File: config.mk
export PLATFORM = sky130hd
export DESIGN_NAME = sps_sched
export DESIGN_NICKNAME = d
export VERILOG_FILES = /design/src/rtl/sps_pkg.sv /design/src/rtl/sps_datapath.sv /design/src/rtl/sps_control.sv /design/src/rtl/sps_sched.sv
export SDC_FILE = /design/constraint.sdc
export NUM_CORES = 1
export LEC_CHECK = 0
export ABC_AREA = 0
export BUFFER_PORTS_ARGS = -buffer_cell sky130_fd_sc_hd__buf_2
export CAP_MARGIN = 20
export CORE_MARGIN = 4
export CORE_UTILIZATION = 27
export CTS_BUF_LIST = sky130_fd_sc_hd__clkbuf_8
export CTS_CLUSTER_DIAMETER = 40
export DETAILED_ROUTE_END_ITERATION = 12
export GPL_ROUTABILITY_DRIVEN = 0
export GPL_TIMING_DRIVEN = 0
export SYNTH_ARGS = -nofsm -noshare
export SYNTH_HDL_FRONTEND = slang
export SYNTH_HIERARCHICAL = 1
export SYNTH_SLANG_ARGS = --single-unit
File: constraint.sdc
create_clock -name clk -period 4.3 [get_ports clk]
set_input_delay 0.645 -clock clk [delete_from_list [all_inputs] [get_ports clk]]
set_output_delay 0.645 -clock clk [all_outputs]
set_load 0.005 [all_outputs]
File: src/rtl/sps_pkg.sv
package sps_pkg;
  localparam int PRIO_W = 2;
  localparam int NUM_Q  = 1 << PRIO_W;

  // strobes from the control to the queue datapath
  typedef struct packed {
    logic              pop;      // head byte of popQ is accepted
    logic              pktDone;  // that byte ends its packet
    logic [PRIO_W-1:0] popQ;     // queue being served
  } popCtl_t;
endpackage

File: src/rtl/sps_datapath.sv
module sps_datapath
  import sps_pkg::*;
#(
  parameter int DATA_W = 8,
  parameter int DEPTH  = 16,
  parameter int DROP_W = 8,
  parameter int CNT_W  = $clog2(DEPTH) + 1
) (
  input  logic                    clk,
  input  logic                    rstN,
  input  logic                    inValid,
  input  logic [DATA_W-1:0]       inData,
  input  logic [PRIO_W-1:0]       inPrio,
  input  logic                    inLast,
  input  popCtl_t                 ctl,
  output logic [NUM_Q-1:0]        hasPkt,
  output logic [DATA_W-1:0]       headData,
  output logic                    headLast,
  output logic [NUM_Q*CNT_W-1:0]  qPktCount,
  output logic [NUM_Q*DROP_W-1:0] dropCount
);
  localparam int AW = $clog2(DEPTH);
  localparam int PW = AW + 1;

  logic              inPkt, dropping, effDrop;
  logic [PRIO_W-1:0] wrPrio, curQ;
  logic [NUM_Q-1:0]  qFull;
  logic [DATA_W:0]   headWord [NUM_Q];

  assign curQ    = inPkt ? wrPrio : inPrio;
  assign effDrop = dropping | qFull[curQ];

  // packet-level write state shared by all queues
  always_ff @(posedge clk) begin
    if (!rstN) begin
      inPkt    <= 1'b0;
      dropping <= 1'b0;
      wrPrio   <= '0;
    end else if (inValid) begin
      if (inLast) begin
        inPkt    <= 1'b0;
        dropping <= 1'b0;
      end else begin
        inPkt    <= 1'b1;
        wrPrio   <= curQ;
        dropping <= effDrop;
      end
    end
  end

  for (genvar q = 0; q < NUM_Q; q++) begin : g_queue
    logic [DATA_W:0]   mem [DEPTH];
    logic [PW-1:0]     wrPtr, cmtPtr, rdPtr, pktCnt, used;
    logic [DROP_W-1:0] dropCnt;
    logic              wSel, doWrite, doCommit, doDrop, doPop, doDone;

    assign wSel     = inValid && (curQ == PRIO_W'(q));
    assign doWrite  = wSel && !effDrop;
    assign doCommit = doWrite && inLast;
    assign doDrop   = wSel && effDrop && inLast;
    assign doPop    = ctl.pop && (ctl.popQ == PRIO_W'(q));
    assign doDone   = doPop && ctl.pktDone;
    assign used     = wrPtr - rdPtr;
    assign qFull[q] = (used == PW'(DEPTH));

    always_ff @(posedge clk) begin
      if (doWrite) mem[wrPtr[AW-1:0]] <= {inLast, inData};
    end

    always_ff @(posedge clk) begin
      if (!rstN) begin
        wrPtr   <= '0;
        cmtPtr  <= '0;
        rdPtr   <= '0;
        pktCnt  <= '0;
        dropCnt <= '0;
      end else begin
        if (doWrite)     wrPtr <= wrPtr + 1'b1;
        else if (doDrop) wrPtr <= cmtPtr;          // rewind the discarded packet
        if (doCommit)    cmtPtr <= wrPtr + 1'b1;
        if (doPop)       rdPtr <= rdPtr + 1'b1;
        pktCnt <= pktCnt + PW'(doCommit) - PW'(doDone);
        if (doDrop)      dropCnt <= dropCnt + 1'b1;
      end
    end

    assign headWord[q] = mem[rdPtr[AW-1:0]];
    assign hasPkt[q]   = (pktCnt != '0);
    assign qPktCount[q*CNT_W +: CNT_W]    = CNT_W'(pktCnt);
    assign dropCount[q*DROP_W +: DROP_W]  = dropCnt;

    // a queue never holds more than DEPTH bytes
    a_r7_within_depth: assert property (@(posedge clk) disable iff (!rstN)
      used <= PW'(DEPTH));
    // packet count never exceeds committed bytes
    a_r9_count_bounded: assert property (@(posedge clk) disable iff (!rstN)
      pktCnt <= PW'(cmtPtr - rdPtr));
  end

  assign headData = headWord[ctl.popQ][DATA_W-1:0];
  assign headLast = headWord[ctl.popQ][DATA_W];
endmodule

File: src/rtl/sps_control.sv
module sps_control
  import sps_pkg::*;
(
  input  logic             clk,
  input  logic             rstN,
  input  logic [NUM_Q-1:0] hasPkt,
  input  logic             headLast,
  input  logic             txReady,
  output popCtl_t          ctl,
  output logic             txValid
);
  typedef enum logic {ST_IDLE, ST_SEND} state_t;

  state_t            state;
  logic [PRIO_W-1:0] selQ, pick;

  // lowest index wins
  always_comb begin
    pick = '0;
    for (int i = NUM_Q - 1; i >= 0; i--) begin
      if (hasPkt[i]) pick = PRIO_W'(i);
    end
  end

  assign txValid     = (state == ST_SEND);
  assign ctl.pop     = txValid && txReady;
  assign ctl.pktDone = ctl.pop && headLast;
  assign ctl.popQ    = selQ;

  always_ff @(posedge clk) begin
    if (!rstN) begin
      state <= ST_IDLE;
      selQ  <= '0;
    end else if (state == ST_IDLE) begin
      if (|hasPkt) begin
        state <= ST_SEND;
        selQ  <= pick;
      end
    end else if (ctl.pktDone) begin
      state <= ST_IDLE;
    end
  end

  // a waiting packet is picked at once, urgent queue 0 first
  a_r3_start: assert property (@(posedge clk) disable iff (!rstN)
    (state == ST_IDLE && |hasPkt) |=> (state == ST_SEND));
  a_r3_urgent_first: assert property (@(posedge clk) disable iff (!rstN)
    (state == ST_IDLE && hasPkt[0]) |=> (selQ == '0));
  // no switch of queue before the packet ends
  a_r5_no_preempt: assert property (@(posedge clk) disable iff (!rstN)
    (state == ST_SEND && !ctl.pktDone) |=> (state == ST_SEND && $stable(selQ)));
  // one idle cycle after each packet
  a_r8_gap: assert property (@(posedge clk) disable iff (!rstN)
    ctl.pktDone |=> !txValid);
endmodule

File: src/rtl/sps_sched.sv
module sps_sched
  import sps_pkg::*;
#(
  parameter int DATA_W = 8,
  parameter int DEPTH  = 16,
  parameter int DROP_W = 8,
  parameter int CNT_W  = $clog2(DEPTH) + 1
) (
  input  logic                    clk,
  input  logic                    rstN,
  input  logic                    inValid,
  input  logic [DATA_W-1:0]       inData,
  input  logic [PRIO_W-1:0]       inPrio,
  input  logic                    inLast,
  input  logic                    txReady,
  output logic                    txValid,
  output logic [DATA_W-1:0]       txData,
  output logic                    txLast,
  output logic [NUM_Q*CNT_W-1:0]  qPktCount,
  output logic [NUM_Q*DROP_W-1:0] dropCount
);
  popCtl_t          ctl;
  logic [NUM_Q-1:0] hasPkt;

  sps_datapath #(.DATA_W(DATA_W), .DEPTH(DEPTH), .DROP_W(DROP_W), .CNT_W(CNT_W)) u_dp (
    .clk(clk), .rstN(rstN), .inValid(inValid), .inData(inData), .inPrio(inPrio),
    .inLast(inLast), .ctl(ctl), .hasPkt(hasPkt), .headData(txData),
    .headLast(txLast), .qPktCount(qPktCount), .dropCount(dropCount)
  );

  sps_control u_ctl (
    .clk(clk), .rstN(rstN), .hasPkt(hasPkt), .headLast(txLast),
    .txReady(txReady), .ctl(ctl), .txValid(txValid)
  );

  // a stalled byte is held unchanged
  a_r6_stall_hold: assert property (@(posedge clk) disable iff (!rstN)
    (txValid && !txReady) |=> (txValid && $stable(txData) && $stable(txLast)));
endmodule

* After elaboration in Yosys (flattened, before gate mapping)
Memory sizes are Yosys's and may differ from the RTL's. A register that Yosys moved wholly into a read port is not among the register bits.
Cells that the tools add are included.
Widths: inputs -> output; s select.
** Storage, ports and cells
- RAM bits :: 576
- Memories kept :: 4
- Bits of input ports :: 15
- Output and inout bits :: 62
- Register bits after elaboration :: 119
- Logic and storage cells :: 152
** Memory list
- u_dp.g_queue[0].mem :: depth 16, width 9, read ports 1, clocked after Yosys merged registers in 1, write ports 1, line sps_datapath.sv:52 : logic [DATA_W:0] mem [DEPTH];
- u_dp.g_queue[1].mem :: depth 16, width 9, read ports 1, clocked after Yosys merged registers in 1, write ports 1, line sps_datapath.sv:52
- u_dp.g_queue[2].mem :: depth 16, width 9, read ports 1, clocked after Yosys merged registers in 1, write ports 1, line sps_datapath.sv:52
- u_dp.g_queue[3].mem :: depth 16, width 9, read ports 1, clocked after Yosys merged registers in 1, write ports 1, line sps_datapath.sv:52
** Operators by class
- Bitwise logic cells :: 4
- Order comparisons :: 2
- Muxes and demuxes :: 39
- Reduce and logical (&&, ||, !) cells :: 44
- $add $sub $neg :: 24
- Equality and inequality tests :: 10
** Operators by type and width (number)
- $add 5x1->5 const B :: 8
- $mux 5 :: 8
- $add 8x1->8 const B :: 4
- $mux 4 :: 8
- $logic_and 1x1->1 :: 30
- $add 5x1->5 :: 4
- $eq 5x5->1 const B :: 4
- $reduce_bool 5->1 :: 4
- $sub 5x1->5 :: 4
- $sub 5x5->5 :: 4
- $bmux 9 s2 :: 1
- $mux 9 :: 2
- $mux 1 :: 14
- $mux 2 :: 5
- $eq 2x2->1 const B :: 4
- $reduce_bool 2->1 :: 4
- $eq 2x1->1 const B :: 2
- $logic_not 2->1 :: 2
- $reduce_and 2->1 :: 2
- $reduce_or 4->1 :: 1
- $ge 3x3->1 const B :: 1
- $lt 2x3->1 const B :: 1
- $not 2->3 :: 1
- $bmux 1 s2 :: 1
- 3 further kinds :: 4

* Logic depth before layout (Yosys ltp)
- Word-level depth :: 10
- Gate-level depth with buffers :: 20
- Gate-level depth less buffers :: 18

* Cells and area by module
The synthesis kept the hierarchy.
** By module, submodules not included
- sps_datapath :: cells an instance 1672, times used 1, seq. area each 19939.1 um^2, area an instance 29161.7 um^2
- sps_control :: cells an instance 17, times used 1, seq. area each 60.1 um^2, area an instance 160.2 um^2

* Least setup slack after synthesis
OpenSTA, ideal clock, no wires.
- Kind :: register to register
- Start point :: register (tool-made name)
- End point :: register u_dp.g_queue[1].pktCnt[4]
- Path buffers :: 2
- Data arrival time :: 4.207 ns
- Clock period less this slack :: 4.277 ns
- Slack :: 0.023 ns
- Setup time :: 0.070 ns
- Stages on the path, launching flop included :: 16
- Required time :: 4.230 ns
- Cell sequence :: dfxtp_1 -> buf_2 -> buf_2 -> mux4_2 -> mux4_2 -> mux4_2 -> and3_2 -> and2_1 -> ha_1 -> inv_1 -> ha_1 -> fa_1 -> a21oi_1 -> nor2_1 -> or3_1 -> a21oi_1
** RTL lines
- end signal, assigned :: line sps_datapath.sv:82 : pktCnt <= pktCnt + PW'(doCommit) - PW'(doDone);
- end, declared :: line sps_datapath.sv:53 : logic [PW-1:0] wrPtr, cmtPtr, rdPtr, pktCnt, used;

==> impl_metrics.ini <==
[power]
leakage_nw = 11.48
sw_frac_of_total_pct = 24.64
p_int_mw = 11.89
ir_drop_mv = 0.2729
power.total_mw = 15.77
seqPwrFrac_pct = 48.2
combinationalPowerShare_pct = 10.6
powerDensity_mw_per_mm2 = 450.3
p_sw_mw = 3.886
clockPowerShare_pct = 41.2

[detailed_routing]
ant_nets = 0
firstDrtPassIters = 5
vias = 16360
vias_per_cell = 4.754
finalWirelength_um = 72180
drc_errors = 0
dr.first_iter.drc_count = 1385
drt-wirelength-per-cell_um = 20.98

[sta]
fin_setup_tns_ns = 0
hold_slack_ns = 0.1552
setup_slack_ns = 0.01751
report.final.hold_viol_count = 0
rsz0062_at_grt = yes
timing.final.crit_share_pct = 99.59
setup_viol = 0
slew_viol_final = 0
slew_headroom_pct = 29.11
tightest_slew_ns = 1.059
fin_crit_ns = 4.282
fmax_mhz = 233.5
fin_skew_ns = 0.06551

[outcome]
status = finished, final reports clean

[floorplan]
boundaryPins = 77
die_w_um = 337.5
placementRows = 120
die_height_um = 337.5
initial_utilization_pct = 27.28
core_area_mm2 = 0.1075
dieArea_mm2 = 0.1139

[global_routing]
grt_use_total_pct = 12.68
grt_pass1_vias = 16823
grt_max_degree = 65
antenna_found_initial = 7
grt_overflow = 0
grt_pass1_wl_um = 107700

[synthesis]
ys_warn_count = 6
synthFlopType = edfxtp_1
synth-seq-cells = 711
syn_inst = 1689
netlist.area_leader.share_pct = 58.99
syn_avg_cell_area_um2 = 17.36
synth_seq_area_share_pct = 68.21
synthArstFlopShare_pct = 0
synth_cell_types = 70
syn-cell-area_mm2 = 0.02932
synth_fp_nets = 1772
synth_edf_count = 576
yosys.area.top_type = edfxtp_1
yosys-top-cells-area = edfxtp_1 (59%), mux4_2 (15%), dfxtp_1 (9.2%)

[cells_and_area]
finalNetCount = 2017
drive_above_1_share_pct = 29.14
syn_to_final_growth_pct = 19.46
final_util_pct = 32.58

[placed_design]
dpl_worst_slack_ns = -0.9198
dp_hpwl_um = 48590
numPortBuffers = 75

[worst_hold_path]
min-delay-path-class = input port to register
holdCritStartpoint = inPrio[1]

[clock_network]
clockBufferDepth = 3
cts.sinks = 711
cts_tree = built
cts-buffers-inserted = 130
clkLatencyLatePin_ns = 0.80
cts-root-buf = clkbuf_8
clk_pin_slew_ns = 0.06
cts.htree.levels = 4
ctsHoldBuffers = 0

[setup_path]
cp-end-kind = register
startpoint_type = register
cp.required_ns = 5.00
cp_max_fo = 5
critPathArrivalTime_ns = 4.98
path_class = register to register

[flow_run]
maxCapViolations = 0
==> metal layers <==
metal	part of all wire (%)	up-vias	track usage (%)
met5	0	-	0
li1	-	7178	-
met3	6.4	90	2.987
met2	49	558	20.73
met4	1.6	0	3.665
met1	43	8534	16.88
==> cell usage after synthesis (all sizes together) (15+ instances only) <==
cell type  number
edfxtp        576
mux4          189
dfxtp         135
nor2          125
ha             64
inv            56
clkbuf         50
nand2          48
xnor2          42
buf            34
and3           33
nor3           33
a21oi          29
and2           29
nand3          28
xor2           24
a211oi         18
mux2i          16
nand2b         15
o21ai          15
==> flip-flops by register name, summed over array words and instances, names as in the netlist, named ones only <==
| signal | flops |
|---|---|
| u_ctl/selQ | 2 |
| u_dp/g_queue.dropCnt | 32 |
| u_dp/dropping | 1 |
| u_dp/wrPrio | 2 |
| u_dp/g_queue.wrPtr | 20 |
| u_dp/g_queue.mem | 576 |
| u_ctl/txValid | 1 |
| u_dp/g_queue.rdPtr | 20 |
| u_dp/g_queue.pktCnt | 20 |
| u_dp/inPkt | 1 |
| u_dp/g_queue.cmtPtr | 20 |
==> worst max-delay path, stage by stage (launching register included) <==
cell	delay, ns
dfxtp_4	0.45
buf_12	0.13
mux4_2	0.53
mux4_2	0.55
mux4_2	0.59
and3_4	0.26
and2_4	0.15
ha_4	0.26
inv_2	0.04
ha_4	0.15
fa_2	0.38
a21oi_2	0.15
nor2_1	0.06
or3_1	0.38
a21oi_2	0.12
==> area by class of cell <==
class / count / area (um2)
repair buffers: 122 / 850.8
plain buffers: 75 / 610.6
well taps: 1403 / 1755
fillers: 10315 / 72470
clock inverters: 98 / 804.5
clock buffers: 135 / 1858
flip-flops and latches: 711 / 20010
multi-input cells: 838 / 8919
diodes: 3 / 7.507
inverters: 56 / 210.2
==> worst paths after layout <==
path | to | slack, ns | depth (start not counted)
hold reg to reg | u_dp/g_queue[2].wrPtr[2] | 0.47 | 2
setup reg to reg | u_dp/g_queue[3].pktCnt[4] | 0.02 | 14
setup / recovery | u_dp/g_queue[3].pktCnt[4] | 0.02 | 14
hold / removal | u_dp/wrPrio[1] | 0.16 | 3
==> power groups by stage <==
stage          clock (mW)  sequential (mW)  combinational, mW
3_5_place_dp            0             7.73               1.52
5_1_grt              7.03             7.61               1.80
2_1_floorplan           0             7.72              0.884
4_1_cts              6.68             7.60               1.64
3_3_place_gp            0             7.73               1.46
6_report             6.50             7.60               1.67
==> through the flow <==
stage | std cells | area [um2]
floorplan | 1689 | 29320
global placement | 3167 | 31450
detailed placement | 3177 | 31670
global route | 3439 | 35020
CTS | 3422 | 34740
finish | 3441 | 35030
==> cell usage in the layout (no fill, tap or decap), types with 16 or more instances in the layout <==
cell,n
nor3_1,19
xnor2_1,42
mux4_2,189
nor2_1,123
and2_1,26
dfxtp_1,128
xor2_1,24
edfxtp_1,576
ha_1,59
clkbuf_8,138
a21oi_1,22
nand3_1,28
a211oi_1,17
buf_4,37
inv_1,89
buf_12,23
buf_2,83
mux2i_1,16
and3_1,32
clkbuf_1,34
clkinv_1,16
nand2_1,48
==> logic make-up after synthesis <==
logic type	Yosys count	share of synthesized area [%]
flops	711	68.21
mux	206	15.10
xor+xnor	66	1.971
simple gates	382	6.930
buf+inv	140	1.950
compound gates	116	2.838
fa+ha+maj	68	3.004
==> repair_timing <==
item,CTS,global route
pin swaps,2,12
buffers inserted,16,18
setup endpoints to repair,29,4
resized for setup,96,37
Note: power is estimated with default switching activity, not from simulation.
